`config.mk`:
```
export PLATFORM = sky130hd
export DESIGN_NAME = rns4_to_bin
export DESIGN_NICKNAME = d
export VERILOG_FILES = /design/src/rtl/rns4_to_bin.sv
export SDC_FILE = /design/constraint.sdc
export NUM_CORES = 1
export LEC_CHECK = 0
export BUFFER_PORTS_ARGS = -buffer_cell sky130_fd_sc_hd__buf_2
export CORE_ASPECT_RATIO = 0.7
export CORE_UTILIZATION = 54
export CTS_BUF_LIST = sky130_fd_sc_hd__clkbuf_4 sky130_fd_sc_hd__clkbuf_8
export DETAILED_ROUTE_END_ITERATION = 8
export PLACE_DENSITY = 0.85
export SETUP_SLACK_MARGIN = 0.5
export SLEW_MARGIN = 15
export SYNTH_ARGS = -nofsm -noshare
export SYNTH_HDL_FRONTEND = slang
export SYNTH_SLANG_ARGS = --single-unit
```
`constraint.sdc`:
```
create_clock -name clk -period 0.8 [get_ports clk]
set_input_delay 0 -clock clk [delete_from_list [all_inputs] [get_ports clk]]
set_output_delay 0 -clock clk [all_outputs]
set_load 0.02 [all_outputs]
```
`src/rtl/rns4_to_bin.sv`:
```
module rns4_to_bin #(
  parameter int N       = 4,
  parameter bit REG_OUT = 1'b1
) (
  input  logic           clk,
  input  logic           rst_n,
  input  logic [N-1:0]   res_a,
  input  logic [2*N:0]   res_b,
  input  logic [N:0]     res_c,
  input  logic [N-1:0]   res_d,
  output logic [5*N-1:0] bin_out
);
  localparam int W = 4 * N;
  localparam logic [W-1:0] ONES = '1;
  localparam logic [W+2:0] PMOD = {3'b000, ONES};

  function automatic logic [W-1:0] rotl(input logic [W-1:0] v, input int s);
    rotl = (v << s) | (v >> (W - s));
  endfunction

  function automatic logic [W-1:0] csa_sum(input logic [W-1:0] a, b, c);
    csa_sum = a ^ b ^ c;
  endfunction

  function automatic logic [W-1:0] csa_cry(input logic [W-1:0] a, b, c);
    csa_cry = rotl((a & b) | (a & c) | (b & c), 1);
  endfunction

  logic [W-1:0] c_img, op_b_hi, op_ab, op_c_pos, op_c_neg, op_d;
  logic [W-1:0] s1, k1, s2, k2, s3, k3;
  logic [W:0]   wide;
  logic [W-1:0] fold, y;
  logic [5*N-1:0] conv;

  assign c_img    = {{(N-1){1'b0}}, res_c, {(N-1){1'b0}}, res_c};
  assign op_b_hi  = {res_b[N:0], {(2*N-1){1'b0}}, res_b[2*N:N+1]};
  assign op_ab    = {~res_a, ~res_b, {(N-1){1'b1}}};
  assign op_c_pos = rotl(c_img, N - 2);
  assign op_c_neg = ~rotl(c_img, 2 * N - 2);
  assign op_d     = rotl({4{res_d}}, N - 2);

  assign s1 = csa_sum(op_b_hi, op_ab, op_c_pos);
  assign k1 = csa_cry(op_b_hi, op_ab, op_c_pos);
  assign s2 = csa_sum(s1, k1, op_c_neg);
  assign k2 = csa_cry(s1, k1, op_c_neg);
  assign s3 = csa_sum(s2, k2, op_d);
  assign k3 = csa_cry(s2, k2, op_d);

  assign wide = {1'b0, s3} + {1'b0, k3};
  assign fold = wide[W-1:0] + {{(W-1){1'b0}}, wide[W]};
  assign y    = (fold == ONES) ? '0 : fold;
  assign conv = {y, res_a};

  logic [W+2:0] tot5, tot2;
  assign tot5 = {3'b000, op_b_hi} + {3'b000, op_ab} + {3'b000, op_c_pos}
              + {3'b000, op_c_neg} + {3'b000, op_d};
  assign tot2 = {3'b000, s3} + {3'b000, k3};

  generate
    if (REG_OUT) begin : g_reg
      always_ff @(posedge clk or negedge rst_n) begin
        if (!rst_n) bin_out <= '0;
        else        bin_out <= conv;
      end

      AST_CSA_KEEPS_RESIDUE: assert property (@(posedge clk) disable iff (!rst_n)
        (tot5 % PMOD) == (tot2 % PMOD));
      AST_FINAL_ADD: assert property (@(posedge clk) disable iff (!rst_n)
        (tot2 % PMOD) == {3'b000, y});
      AST_LOW_PASS: assert property (@(posedge clk) disable iff (!rst_n)
        $past(rst_n) |-> bin_out[N-1:0] == $past(res_a));
      AST_NOT_ALL_ONES: assert property (@(posedge clk) disable iff (!rst_n)
        bin_out[5*N-1:N] != ONES);
    end else begin : g_comb
      assign bin_out = conv;
    end
  endgenerate
endmodule

```
==> results of run 1 <==
## what timing repair did
action / 4_1_cts
buffers inserted: 19
setup endpoints to repair: 36
pin swaps: 27
gates cloned: 1
gates resized for setup: 79
hold endpoints to repair: 24
## kinds of logic after synthesis
group                      share of synthesized area
AOI/OAI and AO/OA                              0.185
xor gates and xnor gates                      0.0591
adders and majority gates                      0.340
buffers and inverters                         0.0826
DFF                                            0.171
muxes                                        0.00385
and+or+nand+nor                                0.158
## stage by stage
stage	TNS, ns	std cells	utilization	setup slack [ns]	hold WS [ns]
after CTS	-69.06	562	0.922	-4.38	-0.313
after detailed placement	-78.21	538	0.824	-4.93	-0.0192
after global placement	-70.18	538	0.824	-4.42	-0.0364
after floorplan	-66.41	315	-	-4.22	-0.296
## routing by layer
| metal | GRT overflow | track usage |
|---|---|---|
| met1 | 0 | 0.681 |
| met5 | 0 | 0.296 |
| met4 | 4 | 0.690 |
| met3 | 0 | 0.609 |
| met2 | 3 | 0.901 |
==> out/qor.yml, run 1 <==
start_util: 0.585
synthCells: 315
status: "stopped before the end"
hpwl_um: 9040
cts_max_path_buffers: 2
grt_usage: 0.716
yosysUniqueCellTypes: 58
synth_most_common_cell: "inv_1"
avgSynthCellArea_sq_um: 9.28
yosysTopAreaCellShare: 0.199
cts.sinks: 20
overflow: 7
io_pins: 44
error_line: "[ERROR GRT-0116] Global routing finished with congestion. Check the congestion regions in the DRC Viewer."
grt_pass1_vias: 4867
die_width_um: 89.9
synth_top_flop_cell: "dfrtp_1"
synth_nets: 401
gp_congestion: 0.970
die_h_um: 63.6
dpl_cell_area_sq_um: 4110
synth_common_cells: "inv_1 (53), ha_1 (33), fa_1 (29)"
synth_warnings: 0
fp-row-count: 21
grt_max_degree: 21
htreeDepth: 1
synth.ff_latch_count: 20
grt_pass1_wl_um: 29300
synth_area_leaders: "fa_1 (20%), dfrtp_1 (17%), ha_1 (14%)"
yosys.area.top_type: "fa_1"
port_buffers: 43
cts-buffers-inserted: 3
haltStage: "global routing"
synth_edf_count: 0
synth_seq_area_share: 0.171
synthArstFlopShare: 1.00
cts_root_buffer: "clkbuf_8"
netlist_area_sq_um: 2920
==> run 2, diff against run 1 <==
==> config.mk (replaced) <==
export PLATFORM = sky130hd
export DESIGN_NAME = rns4_to_bin
export DESIGN_NICKNAME = d
export VERILOG_FILES = /design/src/rtl/rns4_to_bin.sv
export SDC_FILE = /design/constraint.sdc
export NUM_CORES = 1
export LEC_CHECK = 0
export BUFFER_PORTS_ARGS = -buffer_cell sky130_fd_sc_hd__buf_2
export CORE_UTILIZATION = 40
export DETAILED_ROUTE_END_ITERATION = 8
export PLACE_DENSITY_LB_ADDON = 0.15
export SLEW_MARGIN = 15
export SYNTH_ARGS = -nofsm -noshare
export SYNTH_HDL_FRONTEND = slang
export SYNTH_SLANG_ARGS = --single-unit
==> constraint.sdc (replaced) <==
create_clock -name clk -period 1 [get_ports clk]
set_input_delay 0 -clock clk [delete_from_list [all_inputs] [get_ports clk]]
set_output_delay 0 -clock clk [all_outputs]
set_load 0.02 [all_outputs]
==> out/qor.yml, run 2 <==
status: "complete, but fails checks"
violations: "negative setup slack"
fill_cells: 568
yosysTopAreaCellShare: 0.199  # unchanged
fin_crit_sh: 4.88
relSlewSlack: 0.464
htreeDepth: 1  # unchanged
setup_violations: 16
power_mw: 12.9
path_clk_slew_ns: 0.08
holdCritPathClass: "primary input to asynchronous set/reset pin"
gp_congestion: 0.868  # -10%
port_buffers: 43  # unchanged
routedWlPerCell_um: 14.2
rsz0062_at_grt: "yes"
synth_common_cells: "inv_1 (53), ha_1 (33), fa_1 (29)"
final_common_cell: "buf_4"
cts-buffers-inserted: 3  # unchanged
leakage_nw: 2.20
avgSynthCellArea_sq_um: 9.28  # unchanged
vias: 2948
area_growth_pct: 55.1
arrival_ns: 5.04
antenna_cells: 0
die_width_um: 87.5  # -2.7%
worst_pin_slew_ns: 0.799
final_core_util: 0.653
synth_top_flop_cell: "dfrtp_1"
route.met3.wl_um: 328
synthArstFlopShare: 1.00  # unchanged
top_layer: "met4"
grt_pass1_wl_um: 13200
cts_max_path_buffers: 2  # unchanged
nNetsFinal: 578
drive_gt1_frac: 0.477
grt_pass1_vias: 2805
drtAntennaViolNets: 0
synth_warnings: 0  # unchanged
start_util: 0.421  # -0.165
dr.pass1.iters: 4
synth.ff_latch_count: 20  # unchanged
crit_required_ns: 1.16
synth_seq_area_share: 0.171  # unchanged
cts_root_buffer: "clkbuf_8"
antenna_found_initial: 0
fin_crit_ns: 4.88
reg.largest.list: "bin_out x20"
cts_tree: "built"
synth_nets: 401  # unchanged
timing.hold.ws_ns: 0.194
synthCells: 315  # unchanged
yosys.area.top_type: "fa_1"
die_h_um: 87.5  # +38%
ir_drop_uv: 1370
synth_edf_count: 0  # unchanged
wl_met1_um: 3890
hpwl_um: 6920  # -23%
grt_usage: 0.226
fp-row-count: 30  # +43%
powerDensity_nw_per_um2: 2840
max_clock_freq_mhz: 205
io_pins: 44  # unchanged
overflow: 0
cp-end-kind: "flop"
fin_area_sq_um: 4530
dpl_cell_area_sq_um: 4120  # +0.21%
pre_cts_slack_ns: -4.39  # +0.535 ns
die-area_sq_um: 7650
yosysUniqueCellTypes: 58  # unchanged
cap_violations: 0
seqCellArea_sq_um: 500
multiInputGateArea_sq_um: 2350
drv_slew: 0
grt_max_degree: 21
vias_per_cell: 5.02
startpoint_type: "primary input"
met2_length_um: 4030
core_sq_um: 6940
setup_slack_ns: -3.88
regMostFlops: "bin_out"
drt_iter0_markers: 102
path_class: "primary input to flop"
wl_um: 8310
hold_viol: 0
layout_common_cells: "buf_4 (128), inv_1 (45), buf_2 (41)"
largest_reg_flops: 20
synth_area_leaders: "fa_1 (20%), dfrtp_1 (17%), ha_1 (14%)"
cp_max_fo: 5
synth_most_common_cell: "inv_1"
cts.sinks: 20  # unchanged
netlist_area_sq_um: 2920  # unchanged
drc_errors: 0
## run 2: where the power goes
group / leakage (nW) / internal (mW) / switching (mW)
registers: 0.233 / 1.18 / 0.0600
logic: 1.93 / 5.39 / 5.42
clock network: 0.0357 / 0.535 / 0.294
total: 2.20 / 7.10 / 5.77
## run 2: kinds of logic (layout without fill, tap and decap cells)
family / Yosys count / after routing / synth area share
simple gates: 79 / 79 / 0.158
compound gates: 76 / 76 / 0.185
fa+ha+maj: 62 / 62 / 0.340
buf+inv: 59 / 235 / 0.0826
flops: 20 / 20 / 0.171
xor+xnor: 18 / 18 / 0.0591
mux: 1 / 1 / 0.00385
## run 2: cell type report
class                           instances  share of cell area
Timing Repair Buffer                  178               0.282
Clock inverter                          1             0.00662
Sequential cell                        20               0.110
Inverter                               53              0.0477
Clock buffer                            3             0.00911
Tap cell                               96              0.0265
Multi-Input combinational cell        236               0.518
## run 2: what timing repair did
item / CTS / global route
resized for setup: 24 / 13
setup buffers: 18 / 1
hold buffers: 4 / 1
endpoints found under the setup margin: 16 / 16
hold endpoints to repair: 23 / 1
pin swaps: 27 / 17
## run 2: worst max-delay path: stages
cell and delay, ns:
buf_8 0.08, inv_6 0.03, fa_2 0.56, inv_2 0.04
fa_2 0.36, fa_2 0.39, ha_4 0.17, fa_2 0.35
a211oi_2 0.23, o21bai_1 0.11, o21ai_1 0.20, a31o_2 0.21
a21oi_2 0.06, o21ai_1 0.11, nand2b_1 0.07, a21o_1 0.19
ha_4 0.17, ha_4 0.17, o211ai_1 0.17, nor4_4 0.11
buf_4 0.17, nand3_1 0.11, buf_4 0.14, o21a_1 0.17
o21ai_2 0.09, nor4b_4 0.27, buf_4 0.18, o21ba_1 0.14
## run 2: worst max-delay path by stage
stage               startpoint           to  slack (ns)
CTS                   res_c[4]  bin_out[14]       -3.88
finish                res_c[4]  bin_out[14]       -3.88
global route          res_c[4]  bin_out[14]       -4.14
detailed placement    res_b[3]   bin_out[4]       -4.39
floorplan             res_b[3]  bin_out[19]       -4.02
global placement      res_b[3]   bin_out[4]       -4.27
## run 2: routing by layer
layer,global-route usage,vias to the layer above
met5,0,-
met4,0.0537,0
met3,0.0171,7
met2,0.366,72
met1,0.326,1428
li1,-,1441
## run 2: per-stage QoR
stage                     TNS, ns  std cells
after floorplan            -63.21        315
after global placement     -67.96        560
after detailed placement   -69.63        560
after CTS                  -61.19        585
after global routing       -65.35        587
final                      -61.07        587
Note: power is estimated with default switching activity, not from simulation.
